<file path="src/rtl/uart_rc_pkg.sv">
package uart_rc_pkg;

   // word offsets (byte address >> 2) within the 4 KiB window
   localparam int unsigned WORD_W      = 10;
   localparam logic [9:0]  W_DATA      = 10'h000;
   localparam logic [9:0]  W_STATE     = 10'h001;
   localparam logic [9:0]  W_CTRL      = 10'h002;
   localparam logic [9:0]  W_INT       = 10'h003;
   localparam logic [9:0]  W_BAUD      = 10'h004;
   localparam logic [9:0]  W_ID_FIRST  = 10'h3F4;
   localparam int unsigned ID_COUNT    = 12;
   localparam int unsigned CTRL_W      = 7;

   // control field layout, tx_en at bit 0
   typedef struct packed {
      logic hs_test;
      logic rxo_ie;
      logic txo_ie;
      logic rx_ie;
      logic tx_ie;
      logic rx_en;
      logic tx_en;
   } ctrl_t;

   // identification byte for a given word index in the window
   function automatic logic [7:0] id_value(input int unsigned idx);
      case (idx)
         0:       id_value = 8'h04;
         4:       id_value = 8'h21;
         5:       id_value = 8'hB8;
         6:       id_value = 8'h1B;
         8:       id_value = 8'h0D;
         9:       id_value = 8'hF0;
         10:      id_value = 8'h05;
         11:      id_value = 8'hB1;
         default: id_value = 8'h00;
      endcase
   endfunction

endpackage

</file>
<file path="src/rtl/uart_rc_txhold.sv">
module uart_rc_txhold #(
   parameter int unsigned BYTE_W = 8
) (
   input  logic              clk,
   input  logic              rstn,
   input  logic              load,
   input  logic [BYTE_W-1:0] load_byte,
   input  logic              enable,
   input  logic              ready,
   input  logic              ovr_clr,
   output logic [BYTE_W-1:0] hold_byte,
   output logic              full,
   output logic              valid,
   output logic              ovr,
   output logic              sent
);

   assign valid = full & enable;
   assign sent  = valid & ready;

   always_ff @(posedge clk or negedge rstn) begin
      if (!rstn) begin
         hold_byte <= '0;
         full      <= 1'b0;
         ovr       <= 1'b0;
      end else begin
         if (load)
            hold_byte <= load_byte;
         if (load)
            full <= 1'b1;
         else if (sent)
            full <= 1'b0;
         // a byte accepted in the same cycle is not overrun
         if (load && full && !sent)
            ovr <= 1'b1;
         else if (ovr_clr)
            ovr <= 1'b0;
      end
   end

endmodule

</file>
<file path="src/rtl/uart_rc_rxhold.sv">
module uart_rc_rxhold #(
   parameter int unsigned BYTE_W = 8
) (
   input  logic              clk,
   input  logic              rstn,
   input  logic              strobe,
   input  logic [BYTE_W-1:0] in_byte,
   input  logic              enable,
   input  logic              drain,
   input  logic              ovr_clr,
   output logic [BYTE_W-1:0] hold_byte,
   output logic              full,
   output logic              ovr,
   output logic              arrived
);

   assign arrived = strobe & enable;

   always_ff @(posedge clk or negedge rstn) begin
      if (!rstn) begin
         hold_byte <= '0;
         full      <= 1'b0;
         ovr       <= 1'b0;
      end else begin
         if (arrived)
            hold_byte <= in_byte;
         // arrival is ordered after a same-cycle drain
         if (arrived)
            full <= 1'b1;
         else if (drain)
            full <= 1'b0;
         if (arrived && full && !drain)
            ovr <= 1'b1;
         else if (ovr_clr)
            ovr <= 1'b0;
      end
   end

endmodule

</file>
<file path="src/rtl/uart_rc_idrom.sv">
module uart_rc_idrom
   import uart_rc_pkg::*;
#(
   parameter int unsigned BUS_W = 32
) (
   input  logic [WORD_W-1:0] word,
   output logic              hit,
   output logic [BUS_W-1:0]  value
);

   logic [ID_COUNT-1:0] hit_v;
   logic [BUS_W-1:0]    val_v [ID_COUNT];

   for (genvar g = 0; g < ID_COUNT; g++) begin : g_id
      assign hit_v[g] = (word == W_ID_FIRST + WORD_W'(g));
      assign val_v[g] = hit_v[g] ? BUS_W'(id_value(g)) : '0;
   end

   always_comb begin
      value = '0;
      for (int i = 0; i < ID_COUNT; i++)
         value = value | val_v[i];
   end

   assign hit = |hit_v;

endmodule

</file>
<file path="src/rtl/uart_regs_ctrl.sv">
module uart_regs_ctrl
   import uart_rc_pkg::*;
#(
   parameter int unsigned ADDR_W  = 12,
   parameter int unsigned BUS_W   = 32,
   parameter int unsigned BYTE_W  = 8,
   parameter int unsigned DIV_W   = 20,
   parameter int unsigned DIV_MIN = 16
) (
   input  logic              pclk,
   input  logic              presetn,
   input  logic              psel,
   input  logic              penable,
   input  logic              pwrite,
   input  logic [ADDR_W-1:0] paddr,
   input  logic [BUS_W-1:0]  pwdata,
   output logic [BUS_W-1:0]  prdata,
   output logic              pready,
   output logic              pslverr,
   output logic [BYTE_W-1:0] tx_data,
   output logic              tx_valid,
   input  logic              tx_ready,
   input  logic [BYTE_W-1:0] rx_data,
   input  logic              rx_strobe,
   output logic [DIV_W-1:0]  baud_div,
   output logic              baud_ok,
   output logic              irq_tx,
   output logic              irq_rx,
   output logic              irq_txovr,
   output logic              irq_rxovr,
   output logic              irq_any
);

   localparam int unsigned INT_W = 4;

   // elaboration-time parameter checks
   if (ADDR_W < 12)      $error("ADDR_W must cover the 4 KiB window");
   if (BUS_W < DIV_W)    $error("BUS_W must hold the divisor");
   if (BUS_W < BYTE_W)   $error("BUS_W must hold a byte");
   if (BUS_W < CTRL_W)   $error("BUS_W must hold the control field");
   if (DIV_MIN == 0)     $error("DIV_MIN must be nonzero");

   // ---------------- bus decode ----------------
   logic              acc, wr_acc, rd_acc, upper_zero;
   logic [WORD_W-1:0] word;

   assign acc    = psel & penable;
   assign wr_acc = acc & pwrite;
   assign rd_acc = acc & ~pwrite;
   assign word   = paddr[11:2];

   if (ADDR_W > 12) begin : g_wide_addr
      assign upper_zero = ~|paddr[ADDR_W-1:12];
   end else begin : g_exact_addr
      assign upper_zero = 1'b1;
   end

   logic sel_data, sel_state, sel_ctrl, sel_int, sel_baud;
   assign sel_data  = upper_zero & (word == W_DATA);
   assign sel_state = upper_zero & (word == W_STATE);
   assign sel_ctrl  = upper_zero & (word == W_CTRL);
   assign sel_int   = upper_zero & (word == W_INT);
   assign sel_baud  = upper_zero & (word == W_BAUD);

   assign pready  = 1'b1;
   assign pslverr = 1'b0;

   // ---------------- control and divisor ----------------
   ctrl_t             ctrl_q;
   logic [CTRL_W-1:0] ctrl_bits;
   logic [DIV_W-1:0]  baud_q;

   always_ff @(posedge pclk or negedge presetn) begin
      if (!presetn) begin
         ctrl_q <= '0;
         baud_q <= '0;
      end else begin
         if (wr_acc && sel_ctrl)
            ctrl_q <= ctrl_t'(pwdata[CTRL_W-1:0]);
         if (wr_acc && sel_baud)
            baud_q <= pwdata[DIV_W-1:0];
      end
   end

   assign ctrl_bits = ctrl_q;
   assign baud_div  = baud_q;
   assign baud_ok   = (baud_q >= DIV_W'(DIV_MIN));

   // ---------------- holding registers ----------------
   logic              tx_full, tx_ovr, tx_sent, tx_ovr_clr;
   logic              rx_full, rx_ovr, rx_arrived, rx_ovr_clr, rx_drain;
   logic [BYTE_W-1:0] rx_byte;

   assign tx_ovr_clr = wr_acc & (sel_state | sel_int) & pwdata[2];
   assign rx_ovr_clr = wr_acc & (sel_state | sel_int) & pwdata[3];
   assign rx_drain   = rd_acc & sel_data;

   uart_rc_txhold #(.BYTE_W(BYTE_W)) tx_i (
      .clk       (pclk),
      .rstn      (presetn),
      .load      (wr_acc & sel_data),
      .load_byte (pwdata[BYTE_W-1:0]),
      .enable    (ctrl_q.tx_en),
      .ready     (tx_ready),
      .ovr_clr   (tx_ovr_clr),
      .hold_byte (tx_data),
      .full      (tx_full),
      .valid     (tx_valid),
      .ovr       (tx_ovr),
      .sent      (tx_sent)
   );

   uart_rc_rxhold #(.BYTE_W(BYTE_W)) rx_i (
      .clk       (pclk),
      .rstn      (presetn),
      .strobe    (rx_strobe),
      .in_byte   (rx_data),
      .enable    (ctrl_q.rx_en),
      .drain     (rx_drain),
      .ovr_clr   (rx_ovr_clr),
      .hold_byte (rx_byte),
      .full      (rx_full),
      .ovr       (rx_ovr),
      .arrived   (rx_arrived)
   );

   // ---------------- interrupt status ----------------
   logic             int_tx_q, int_rx_q;
   logic [INT_W-1:0] int_stat;
   logic [INT_W-1:0] state_bits;

   always_ff @(posedge pclk or negedge presetn) begin
      if (!presetn) begin
         int_tx_q <= 1'b0;
         int_rx_q <= 1'b0;
      end else begin
         if (tx_sent && ctrl_q.tx_ie)
            int_tx_q <= 1'b1;
         else if (wr_acc && sel_int && pwdata[0])
            int_tx_q <= 1'b0;
         if (rx_arrived && ctrl_q.rx_ie)
            int_rx_q <= 1'b1;
         else if (wr_acc && sel_int && pwdata[1])
            int_rx_q <= 1'b0;
      end
   end

   assign int_stat   = {rx_ovr & ctrl_q.rxo_ie, tx_ovr & ctrl_q.txo_ie,
                        int_rx_q, int_tx_q};
   assign state_bits = {rx_ovr, tx_ovr, rx_full, tx_full};

   assign irq_tx    = int_stat[0];
   assign irq_rx    = int_stat[1];
   assign irq_txovr = int_stat[2];
   assign irq_rxovr = int_stat[3];
   assign irq_any   = |int_stat;

   // ---------------- read mux ----------------
   logic             id_hit;
   logic [BUS_W-1:0] id_val;

   uart_rc_idrom #(.BUS_W(BUS_W)) id_i (
      .word  (word),
      .hit   (id_hit),
      .value (id_val)
   );

   always_comb begin
      prdata = '0;
      if (rd_acc) begin
         if (sel_data)
            prdata = BUS_W'(rx_byte);
         else if (sel_state)
            prdata = BUS_W'(state_bits);
         else if (sel_ctrl)
            prdata = BUS_W'(ctrl_bits);
         else if (sel_int)
            prdata = BUS_W'(int_stat);
         else if (sel_baud)
            prdata = BUS_W'(baud_q);
         else if (upper_zero && id_hit)
            prdata = id_val;
      end
   end

endmodule

</file>
<file path="config.mk">
export PLATFORM = sky130hd
export DESIGN_NAME = uart_regs_ctrl
export DESIGN_NICKNAME = d
export VERILOG_FILES = /design/src/rtl/uart_rc_pkg.sv /design/src/rtl/uart_rc_txhold.sv /design/src/rtl/uart_rc_rxhold.sv /design/src/rtl/uart_rc_idrom.sv /design/src/rtl/uart_regs_ctrl.sv
export SDC_FILE = /design/constraint.sdc
export NUM_CORES = 1
export LEC_CHECK = 0
export BUFFER_PORTS_ARGS = -buffer_cell sky130_fd_sc_hd__buf_2
export CAP_MARGIN = 20
export CORE_AREA = 2 2 82 84
export CTS_CLUSTER_DIAMETER = 200
export DETAILED_ROUTE_END_ITERATION = 8
export DIE_AREA = 0 0 84 86
export PLACE_DENSITY_LB_ADDON = 0.05
export SYNTH_ARGS = -nofsm -noshare
export SYNTH_HDL_FRONTEND = slang
export SYNTH_HIERARCHICAL = 1
export SYNTH_SLANG_ARGS = --single-unit
</file>
<file path="constraint.sdc">
create_clock -name pclk -period 6.15 [get_ports pclk]
set_clock_uncertainty 0.2 [all_clocks]
set_input_delay 1.23 -clock pclk [delete_from_list [all_inputs] [get_ports pclk]]
set_output_delay 1.23 -clock pclk [all_outputs]
set_load 0.05 [all_outputs]
</file>
==> results of run 1 <==
==> placed cells by master (no fill, tap or decap), types with 2 or more instances in the layout <==
cell,instances
conb_1,26
nand3_1,21
nand2b_1,4
buf_4,4
nand4_1,3
a31oi_1,3
a21oi_1,30
mux2_4,15
nor4_1,10
o311ai_0,2
and3_1,3
nor2b_1,3
inv_1,6
nor3_1,2
mux2i_1,3
o2111ai_1,2
or4_1,3
o21ai_0,13
dfrtp_1,49
mux2_2,28
a221oi_1,2
buf_2,99
a22o_1,2
nor2_1,10
o31ai_1,2
nand2_1,22
and2_1,19
or2_2,2
o211ai_1,5
or3b_2,5
clkbuf_8,5
or3_1,3
==> synth_stat cells, types with 4 or more instances <==
cell | count | area share (%)
or3b_2 | 5 | 1.3
nor2_1 | 10 | 1.2
dfrtp_1 | 49 | 38
mux2_2 | 28 | 9.7
nand2b_1 | 4 | 0.77
buf_4 | 26 | 6.0
clkbuf_1 | 12 | 1.4
and2_1 | 19 | 3.7
nand2_1 | 22 | 2.5
o211ai_1 | 5 | 1.2
nand3_1 | 21 | 3.2
nor4_1 | 11 | 2.1
inv_1 | 6 | 0.69
buf_2 | 5 | 0.77
a21oi_1 | 30 | 4.6
mux2_4 | 15 | 6.9
o21ai_0 | 13 | 2.0
==> layout make-up <==
type	count	area (sq um)	area share, %
Timing Repair Buffer	104	546	14.4
Multi-Input combinational cell	260	1790	47.1
Inverter	7	26.3	0.692
Sequential cell	49	1230	32.3
Clock inverter	2	38.8	1.02
Tap cell	77	96.3	2.54
Clock buffer	6	72.6	1.91
==> power by group through the flow <==
| stage | sequential, mW | combinational [mW] | clock (mW) |
|---|---|---|---|
| global route | 0.328 | 0.0760 | 0.251 |
| detailed placement | 0.334 | 0.0665 | 0 |
| CTS | 0.327 | 0.0667 | 0.236 |
| floorplan | 0.336 | 0.0415 | 0 |
| finish | 0.327 | 0.0684 | 0.232 |
| global placement | 0.334 | 0.0659 | 0 |
==> registers in the layout, indices dropped and copies added (netlist names) <==
name / flops
irq_rx: 1
rx_i/hold_byte: 8
tx_i/full: 1
rx_i/ovr: 1
tx_i/ovr: 1
baud_div: 20
irq_tx: 1
tx_i/hold_byte: 8
ctrl_bits: 7
rx_i/full: 1
==> critical path, cell delays in order <==
cell and delay, ps:
buf_2 140, or4_4 630, nor4_2 910, nand2_1 150, a21oi_1 170, buf_2 280
==> routing by layer <==
metal | global-route usage [%] | vias up | part of all wire (%)
li1 | - | 1354 | -
met1 | 34.8 | 1355 | 47
met2 | 35.3 | 102 | 46
met3 | 3.75 | 6 | 5.5
met4 | 5.28 | 0 | 0.75
met5 | 0 | - | 0
==> how the worst max path moves through the flow <==
stage	start	endpoint	slack, ps	cells after the start
floorplan	paddr[5]	prdata[0]	1120	5
global placement	paddr[5]	prdata[13]	1290	6
detailed placement	paddr[5]	prdata[10]	1230	6
CTS	paddr[5]	prdata[13]	1240	6
global route	paddr[5]	prdata[8]	1060	6
finish	paddr[5]	prdata[9]	1210	6
==> kinds of logic (layout without fill, tap and decap cells) <==
group	Yosys count	count (layout)
AOI/OAI and AO/OA	66	66
xor gates and xnor gates	2	2
and+or+nand+nor	120	120
buffers and inverters	53	119
other	3	26
muxes	46	46
DFF	49	49
==> metrics by stage <==
step           cell area (sq um)  hold WS, ps
2_1_floorplan               3330          264
3_3_place_gp                3660          285
3_5_place_dp                3660          288
4_1_cts                     3770          319
5_1_grt                     3790          330
6_report                    3790          316
==> results.toml, run 1 <==
[outcome]
status = "completed"

[synth]
syn_area_sq_um = 3250
synth_top_family_by_area = "simple AND/OR/NAND/NOR gates"
synth_edf_count = 0
synth_mux_area_share_pct = 17.6
yosysSeqAreaShare_pct = 37.8
synthXorXnorAreaFrac_pct = 0.539
yosys_warnings = 6
yosys.area_share.adder_pct = 0
ys_types = 50
synthSimpleGateAreaFrac_pct = 21.5
syn-mean-instance-area_sq_um = 9.58
ys_async_sr_fraction_pct = 100
synth_compound_area_share_pct = 12.3
ys_seq_elements = 49
synthFlopType = "dfrtp_1"
syn_inst = 339

[worst_setup_path]
required_ps = 4720
r2r_end = "rx_i/hold_byte[1]"
rr_worst_depth = 2
cp_max_fo = 12
reg2reg_setup_slack_ps = 4750
path_class = "in2out"
cp-start-kind = "input port"
worst_setup_path_end_kind = "output port"
r2r-start = "ctrl_bits[1]"
worstPathArrival_ps = 3510

[floorplan]
start_util_pct = 51.7
die_h_microns = 86
pin_count = 128
die-area_sq_um = 7220
core_area_sq_um = 6280
fp.dieW_microns = 84
row_count = 29

[cts]
ctsHoldBuffers = 0
cts_tree = "built"
post_cts_resized = 0
cts-buffers-inserted = 5
root_buffer = "clkbuf_8"
path_clk_slew_ps = 100
postCtsSetupBuffers = 0
cts_sinks = 49
clock_tree.buffer_depth = 2
cts_max_level = 2
clk_latency_ps = 300

[sta]
max_freq_ghz = 0.202
setup_ws_ps = 1210
setup_viol = 0
final.period_utilization_pct = 80.3
finalCriticalPeriod_ps = 4940
slew_viol_final = 0
worstMarginPinSlew_ps = 1030
finalHoldViolations = 0
tns_ps = 0
slew_headroom_pct = 31.1
grt_setup_unrepaired = "false"

[power_and_ir_drop]
power.internal_mw = 0.471
p_leak_nw = 1.94
switching_power_mw = 0.157
combPwrFrac_pct = 10.9
p_seq_share_pct = 52.1
pwr-share-clk_pct = 37.0
p_total_mw = 0.628
swShare_pct = 25.1
peakVddDrop_mv = 0.112
power.density_nw_per_um2 = 165

[placed_design]
place_congestion = 0.865
dpl.hpwl_microns = 6250
io_buffers = 99
dp_cells = 496
pre_cts_slack_ps = 1230

[drt]
routed_wl_microns = 8400
viasPerCell = 5.58
drt_first_pass_iters = 4
vias = 2817
drt-initial-drc-count = 230
drc = 0
detail-route-antenna-nets = 0
post_drt_wl_per_cell_microns = 16.6

[global_route]
antenna_found_initial = 0
grt_use_total_pct = 23.2
grt_overflow = 0
grt_max_degree = 50
grt_pass1_wl_microns = 13400
first_global_vias = 2615

[cells_and_area]
n_fill_cell = 574
final_util_pct = 60.5
area_growth_pct = 16.8
finalNonFillerCells = 505
drive_above_1_share_pct = 39.5
nNetsFinal = 486
num_antenna_cells = 0

[hold_path]
holdPathStages = 1
min_path_type = "reg2reg"
holdPathEnd = "tx_i/hold_byte[1]"
worstHoldStart = "tx_i/hold_byte[1]"

[run]
max_cap_violations = 0
No activity file was read; power rests on OpenSTA's default activity.
==> run 2: changes to the inputs <==
--- a/config.mk
+++ b/config.mk
@@ -5,12 +5,13 @@
 export SDC_FILE = /design/constraint.sdc
 export NUM_CORES = 1
 export LEC_CHECK = 0
+export ABC_AREA = 1
 export BUFFER_PORTS_ARGS = -buffer_cell sky130_fd_sc_hd__buf_2
 export CAP_MARGIN = 20
-export CORE_AREA = 2 2 82 84
+export CORE_AREA = 2 2 86 88
 export CTS_CLUSTER_DIAMETER = 200
 export DETAILED_ROUTE_END_ITERATION = 8
-export DIE_AREA = 0 0 84 86
+export DIE_AREA = 0 0 88 90
 export PLACE_DENSITY_LB_ADDON = 0.05
 export SYNTH_ARGS = -nofsm -noshare
 export SYNTH_HDL_FRONTEND = slang
==> constraint.sdc (replaced) <==
create_clock -name pclk -period 5 [get_ports pclk]
set_clock_uncertainty 0.2 [all_clocks]
set_input_delay 1 -clock pclk [delete_from_list [all_inputs] [get_ports pclk]]
set_output_delay 1 -clock pclk [all_outputs]
set_load 0.05 [all_outputs]
==> results.toml, run 2 <==
[outcome]
status = "complete, but fails checks"
failed_checks = "max-slew violations"

[cts]
clock_tree.buffer_depth = 2
root_buffer = "clkbuf_8"
cts_max_level = 2
ctsHoldBuffers = 0
cts-buffers-inserted = 5
postCtsSetupBuffers = 0
path_clk_slew_ps = 100
post_cts_resized = 0
cts_sinks = 49
cts_tree = "built"
clk_latency_ps = 310

[placed_design]
place_congestion = 0.846
io_buffers = 99
dpl.hpwl_microns = 6230
dp_cells = 646

[worst_setup_path]
cp-start-kind = "input port"
cp_max_fo = 21
worst_setup_path_end_kind = "output port"
rr_worst_depth = 4
worstPathArrival_ps = 3150
required_ps = 3800
path_class = "in2out"

[global_route]
grt.met2_usage_pct = 34.6
first_global_vias = 2773
grt_util_met3_pct = 2.66
top_usage_layer = "met2"
grtUsageMet1_pct = 27.5
grt_use_total_pct = 20.3
grt_pass1_wl_microns = 13000
grt_overflow = 0
antenna_found_initial = 0
grt_max_degree = 50

[sta]
tns_ps = 0
setup_viol = 0
slew_headroom_pct = -2.78
grt_setup_unrepaired = "false"
finalHoldViolations = 0
worstMarginPinSlew_ps = 1540
finalCriticalPeriod_ps = 4350
final.period_utilization_pct = 87.0
max_freq_ghz = 0.230
slew_viol_final = 12

[cells_and_area]
multiInputGateArea_sq_um = 1770
nNetsFinal = 613
mostFrequentLayoutCells = "160 x nand2_1, 99 x buf_2, 49 x dfrtp_1"
final_common_cell = "nand2_1"
n_fill_cell = 697
area_growth_pct = 15.8
largest_reg_flops = 20
seq_area_sq_um = 1230
drive_above_1_share_pct = 29.0
finalNonFillerCells = 654
num_antenna_cells = 0

[synth]
synth_common_cells = "160 x nand2_1, 49 x dfrtp_1, 38 x inv_1"
synth_top_area_share_pct = 36.3
synth_edf_count = 0
syn_area_sq_um = 3370
ys_types = 36
yosysMostFrequentCell = "nand2_1"
yosys_warnings = 6
ys_async_sr_fraction_pct = 100
syn_inst = 462
syn-mean-instance-area_sq_um = 7.30
yosys.area.top_type = "dfrtp_1"
ys_seq_elements = 49
synth_compound_area_share_pct = 9.01
synthSimpleGateAreaFrac_pct = 35.5
yosys.area_share.adder_pct = 0
ys_top_cells_by_area = "dfrtp_1 36%, nand2_1 18%, buf_4 5.8%"
synthXorXnorAreaFrac_pct = 0
synthFlopType = "dfrtp_1"
synth_mux_area_share_pct = 5.01
synth_top_family_by_area = "simple AND/OR/NAND/NOR gates"
yosysSeqAreaShare_pct = 36.3

[floorplan]
die-area_sq_um = 7920
start_util_pct = 48.1
die_h_microns = 90
core_area_sq_um = 7020
pin_count = 128
fp.dieW_microns = 88
row_count = 31

[drt]
post_drt_wl_per_cell_microns = 12.3
viasPerCell = 4.74
drt-initial-drc-count = 94
drc = 0
routed_wl_microns = 8050
vias = 3100
drt_first_pass_iters = 4
detail-route-antenna-nets = 0

[power_and_ir_drop]
p_leak_nw = 2.31
p_seq_share_pct = 55.1
peakVddDrop_mv = 0.117
pwr-share-clk_pct = 34.1
power.density_nw_per_um2 = 187
combPwrFrac_pct = 10.7
power.internal_mw = 0.526
switching_power_mw = 0.204
swShare_pct = 27.9

[run]
max_cap_violations = 0

[hold_path]
holdPathStages = 2
min_path_type = "reg2reg"
## run 2: changes by cell type after synthesis, sizes merged, moves of 10 or more
cell | before | now
nand3 | 21 | 33
nor3b | 1 | 12
o21ai | 13 | 24
and2 | 19 | 0
a21oi | 30 | 20
inv | 7 | 48
nor2 | 10 | 34
nand2 | 23 | 167
mux2 | 43 | 13
## run 2: metal layers
metal  up-vias  wire length (microns)
li1       1609                      -
met3         4                    383
met4         0                     51
met1      1404                   3690
met5         -                      0
met2        83                   3920
## run 2: layout make-up
class                           instances  area share (%)
Timing Repair Buffer                  100            12.9
Clock buffer                            5            1.76
Sequential cell                        49            31.4
Multi-Input combinational cell        349            45.3
Clock inverter                          3           0.673
Inverter                               49            4.84
Tap cell                               99            3.17
## run 2: metrics by stage
stage                     cell area, sq um  hold slack [ps]  total power, mW  utilization [%]  worst slack (ps)
final                                 3910              275            0.730             55.6               651
after global routing                  3910              298            0.760             55.6               411
after CTS                             3910              278            0.741             55.6               648
after detailed placement              3810              253            0.489             54.3               659
after global placement                3810              250            0.488             54.3               719
after floorplan                       3460              244            0.466                -               897
## run 2: path summary, 6_finish.rpt
| path | slack, ps | start | endpoint |
|---|---|---|---|
| max | 650 | paddr[2] | prdata[0] |
| min | 280 | tx_i/hold_byte[4] | tx_i/hold_byte[4] |
| max reg2reg | 3880 | ctrl_bits[1] | irq_rx |
| min reg2reg | 280 | tx_i/hold_byte[4] | tx_i/hold_byte[4] |
| max in group asynchronous | 3610 | presetn | baud_div[1] |
| min in group asynchronous | 570 | presetn | baud_div[19] |
## run 2: cell families (layout without fill, tap and decap cells)
| logic type | Yosys count | in the layout |
|---|---|---|
| compound gates | 51 | 51 |
| buf+inv | 87 | 157 |
| flops | 49 | 49 |
| mux | 13 | 13 |
| other cells | 3 | 26 |
| simple gates | 259 | 259 |
## run 2: power groups by stage
stage | Sequential (mW) | Clock, mW | Combinational, mW
after floorplan | 0.413 | 0 | 0.0525
after global placement | 0.410 | 0 | 0.0775
after detailed placement | 0.410 | 0 | 0.0788
after CTS | 0.402 | 0.259 | 0.0790
after global routing | 0.403 | 0.269 | 0.0885
final | 0.402 | 0.249 | 0.0784
## run 2: worst max-delay path: stages
cell and delay [ps]:
buf_2 230, inv_2 100, nor2_4 140, nand2_1 80, a21oi_2 150, nor2_1 60, nand2_1 490, nand2_1 120
nand2_1 90, o21ai_0 100, nand2_1 100, nand2_1 60, a21oi_1 130, buf_2 280
==> run 3: changes to the inputs <==
--- a/config.mk
+++ b/config.mk
@@ -8,12 +8,11 @@
 export ABC_AREA = 1
 export BUFFER_PORTS_ARGS = -buffer_cell sky130_fd_sc_hd__buf_2
 export CAP_MARGIN = 20
-export CORE_AREA = 2 2 86 88
+export CORE_AREA = 2 2 83 85
 export CTS_CLUSTER_DIAMETER = 200
 export DETAILED_ROUTE_END_ITERATION = 8
-export DIE_AREA = 0 0 88 90
+export DIE_AREA = 0 0 85 87
 export PLACE_DENSITY_LB_ADDON = 0.05
 export SYNTH_ARGS = -nofsm -noshare
 export SYNTH_HDL_FRONTEND = slang
-export SYNTH_HIERARCHICAL = 1
 export SYNTH_SLANG_ARGS = --single-unit
==> results.toml, run 3 <==
[worst_setup_path]
cp_max_fo = 14
worst_setup_path_end_kind = "output port"
critPathTopFamily = "simple AND/OR/NAND/NOR gates"
cp.buffers_inverters = 2
cp_cell_sequence = "buf_2 -> nor2_4 -> nand2_2 -> nor2_8 -> nand2_4 -> nor2_1 -> nand2_1 -> nand2_1 -> buf_2"
cp-start-kind = "input port"
path_class = "in2out"
worstPathArrival_ps = 2430
cpMaxStageDelayCell = "nor2_1"
cpPeakStageDelay_ps = 310
required_ps = 3800

[hold_path]
min_path_type = "reg2reg"

[sta]
slew_headroom_pct = 57.2
tns_ps = 0
grt_setup_unrepaired = "false"
finalCriticalPeriod_ps = 3630
setup_ws_ps = 1370
setup_viol = 0
worstMarginPinSlew_ps = 641
final.period_utilization_pct = 72.6
max_freq_ghz = 0.276
finalHoldViolations = 0
slew_viol_final = 0

[synth]
ys_top_cells_by_area = "dfrtp_1 41%, nand2_1 16%, o21ai_2 7.0%"
synthFlopType = "dfrtp_1"
yosys.area.top_type = "dfrtp_1"
syn_inst = 392
yosys_warnings = 0
yosysSeqAreaShare_pct = 40.9
ys_async_sr_fraction_pct = 100
ys_types = 30
synth_top_area_share_pct = 40.9
synth_edf_count = 0
ys_seq_elements = 49
synth_common_cells = "131 x nand2_1, 49 x dfrtp_1, 35 x inv_1"
syn-mean-instance-area_sq_um = 7.66
syn_area_sq_um = 3000
yosysMostFrequentCell = "nand2_1"

[floorplan]
start_util_pct = 45.7
die_h_microns = 87
core_area_sq_um = 6570
row_count = 30
die-area_sq_um = 7400
fp.dieW_microns = 85
pin_count = 128

[drt]
drc = 0
routed_wl_microns = 7540
post_drt_wl_per_cell_microns = 13.3
detail-route-antenna-nets = 0
vias = 2736
drt_first_pass_iters = 4
viasPerCell = 4.83
drt-initial-drc-count = 177

[cells_and_area]
num_antenna_cells = 0
largest_reg_flops = 20
drive_above_1_share_pct = 33.1
n_fill_cell = 672
seq_area_sq_um = 1230
nNetsFinal = 545
mostFrequentLayoutCells = "131 x nand2_1, 99 x buf_2, 49 x dfrtp_1"
final_common_cell = "nand2_1"
area_growth_pct = 18.2
final_util_pct = 54.0
multiInputGateArea_sq_um = 1450

[power_and_ir_drop]
power.density_nw_per_um2 = 214
p_leak_nw = 2.15
p_total_mw = 0.760
peakVddDrop_mv = 0.133

[cts]
post_cts_resized = 0
clk_latency_ps = 310
path_clk_slew_ps = 100
cts_sinks = 49
cts-buffers-inserted = 5
cts_max_level = 2
root_buffer = "clkbuf_8"
cts_tree = "built"
postCtsSetupBuffers = 0
ctsHoldBuffers = 0
clock_tree.buffer_depth = 2

[global_route]
grt_overflow = 0
grt_use_total_pct = 21.1
first_global_vias = 2518
grt_pass1_wl_microns = 12400
grt_max_degree = 50
antenna_found_initial = 0

[placed_design]
pre_cts_slack_ps = 1370
place_congestion = 0.842
dpl.hpwl_microns = 5810
io_buffers = 99

[outcome]
status = "completed"

[run]
max_cap_violations = 0
run 3: final timing paths:
kind / start / end / slack, ps / cells after the start
hold / removal: tx_i.hold_byte[4] / tx_i.hold_byte[4] / 290 / 2
max in group asynchronous: presetn / rx_i.hold_byte[5] / 3580 / 2
setup reg to reg: ctrl_bits[1] / rx_i.hold_byte[2] / 3580 / 4
setup / recovery: paddr[11] / prdata[3] / 1370 / 9
hold reg to reg: tx_i.hold_byte[4] / tx_i.hold_byte[4] / 290 / 2
min in group asynchronous: presetn / baud_div[18] / 590 / 2
run 3: metal layers:
| layer | GRT usage [%] | vias up | part of all wire [%] |
|---|---|---|---|
| li1 | - | 1398 | - |
| met1 | 30.7 | 1239 | 49 |
| met2 | 32.8 | 93 | 45 |
| met3 | 3.89 | 6 | 5.7 |
| met4 | 5.19 | 0 | 0.97 |
| met5 | 0 | - | 0 |
run 3: layout make-up:
class,count,area share [%]
tap,80,2.82
sequential,49,34.6
timing repair buffer,100,14.2
multi-input combinational,287,40.8
clock buffer,6,2.33
clock inverter,2,0.458
inverter,43,4.83
run 3: report_power, final:
group          switching, mW  internal, mW  leakage (nW)
sequential           0.00277         0.400         0.679
clock                  0.146         0.114        0.0478
combinational         0.0743        0.0231          1.42
total                  0.223         0.537          2.15
run 3: kinds of logic (layout without fill, tap and decap cells):
group	after synthesis	in the layout	share of synthesized area, %
simple gates	235	235	36.9
compound gates	38	38	9.59
buf+inv	68	151	12.4
flops	49	49	40.9
other cells	2	14	0.250
run 3: tightest hold or removal path, delay by kind of cell (launching register included):
family,cells,cell delay (ps)
flops,1,350
compound gates,1,50
simple gates,1,60
run 3: stage by stage:
stage          hold WS, ps  instance area [sq um]  cells
2_1_floorplan          244                   3050    404
3_3_place_gp           258                   3450    559
3_5_place_dp           264                   3450    559
4_1_cts                289                   3550    567
5_1_grt                312                   3550    567
6_report               287                   3550    567
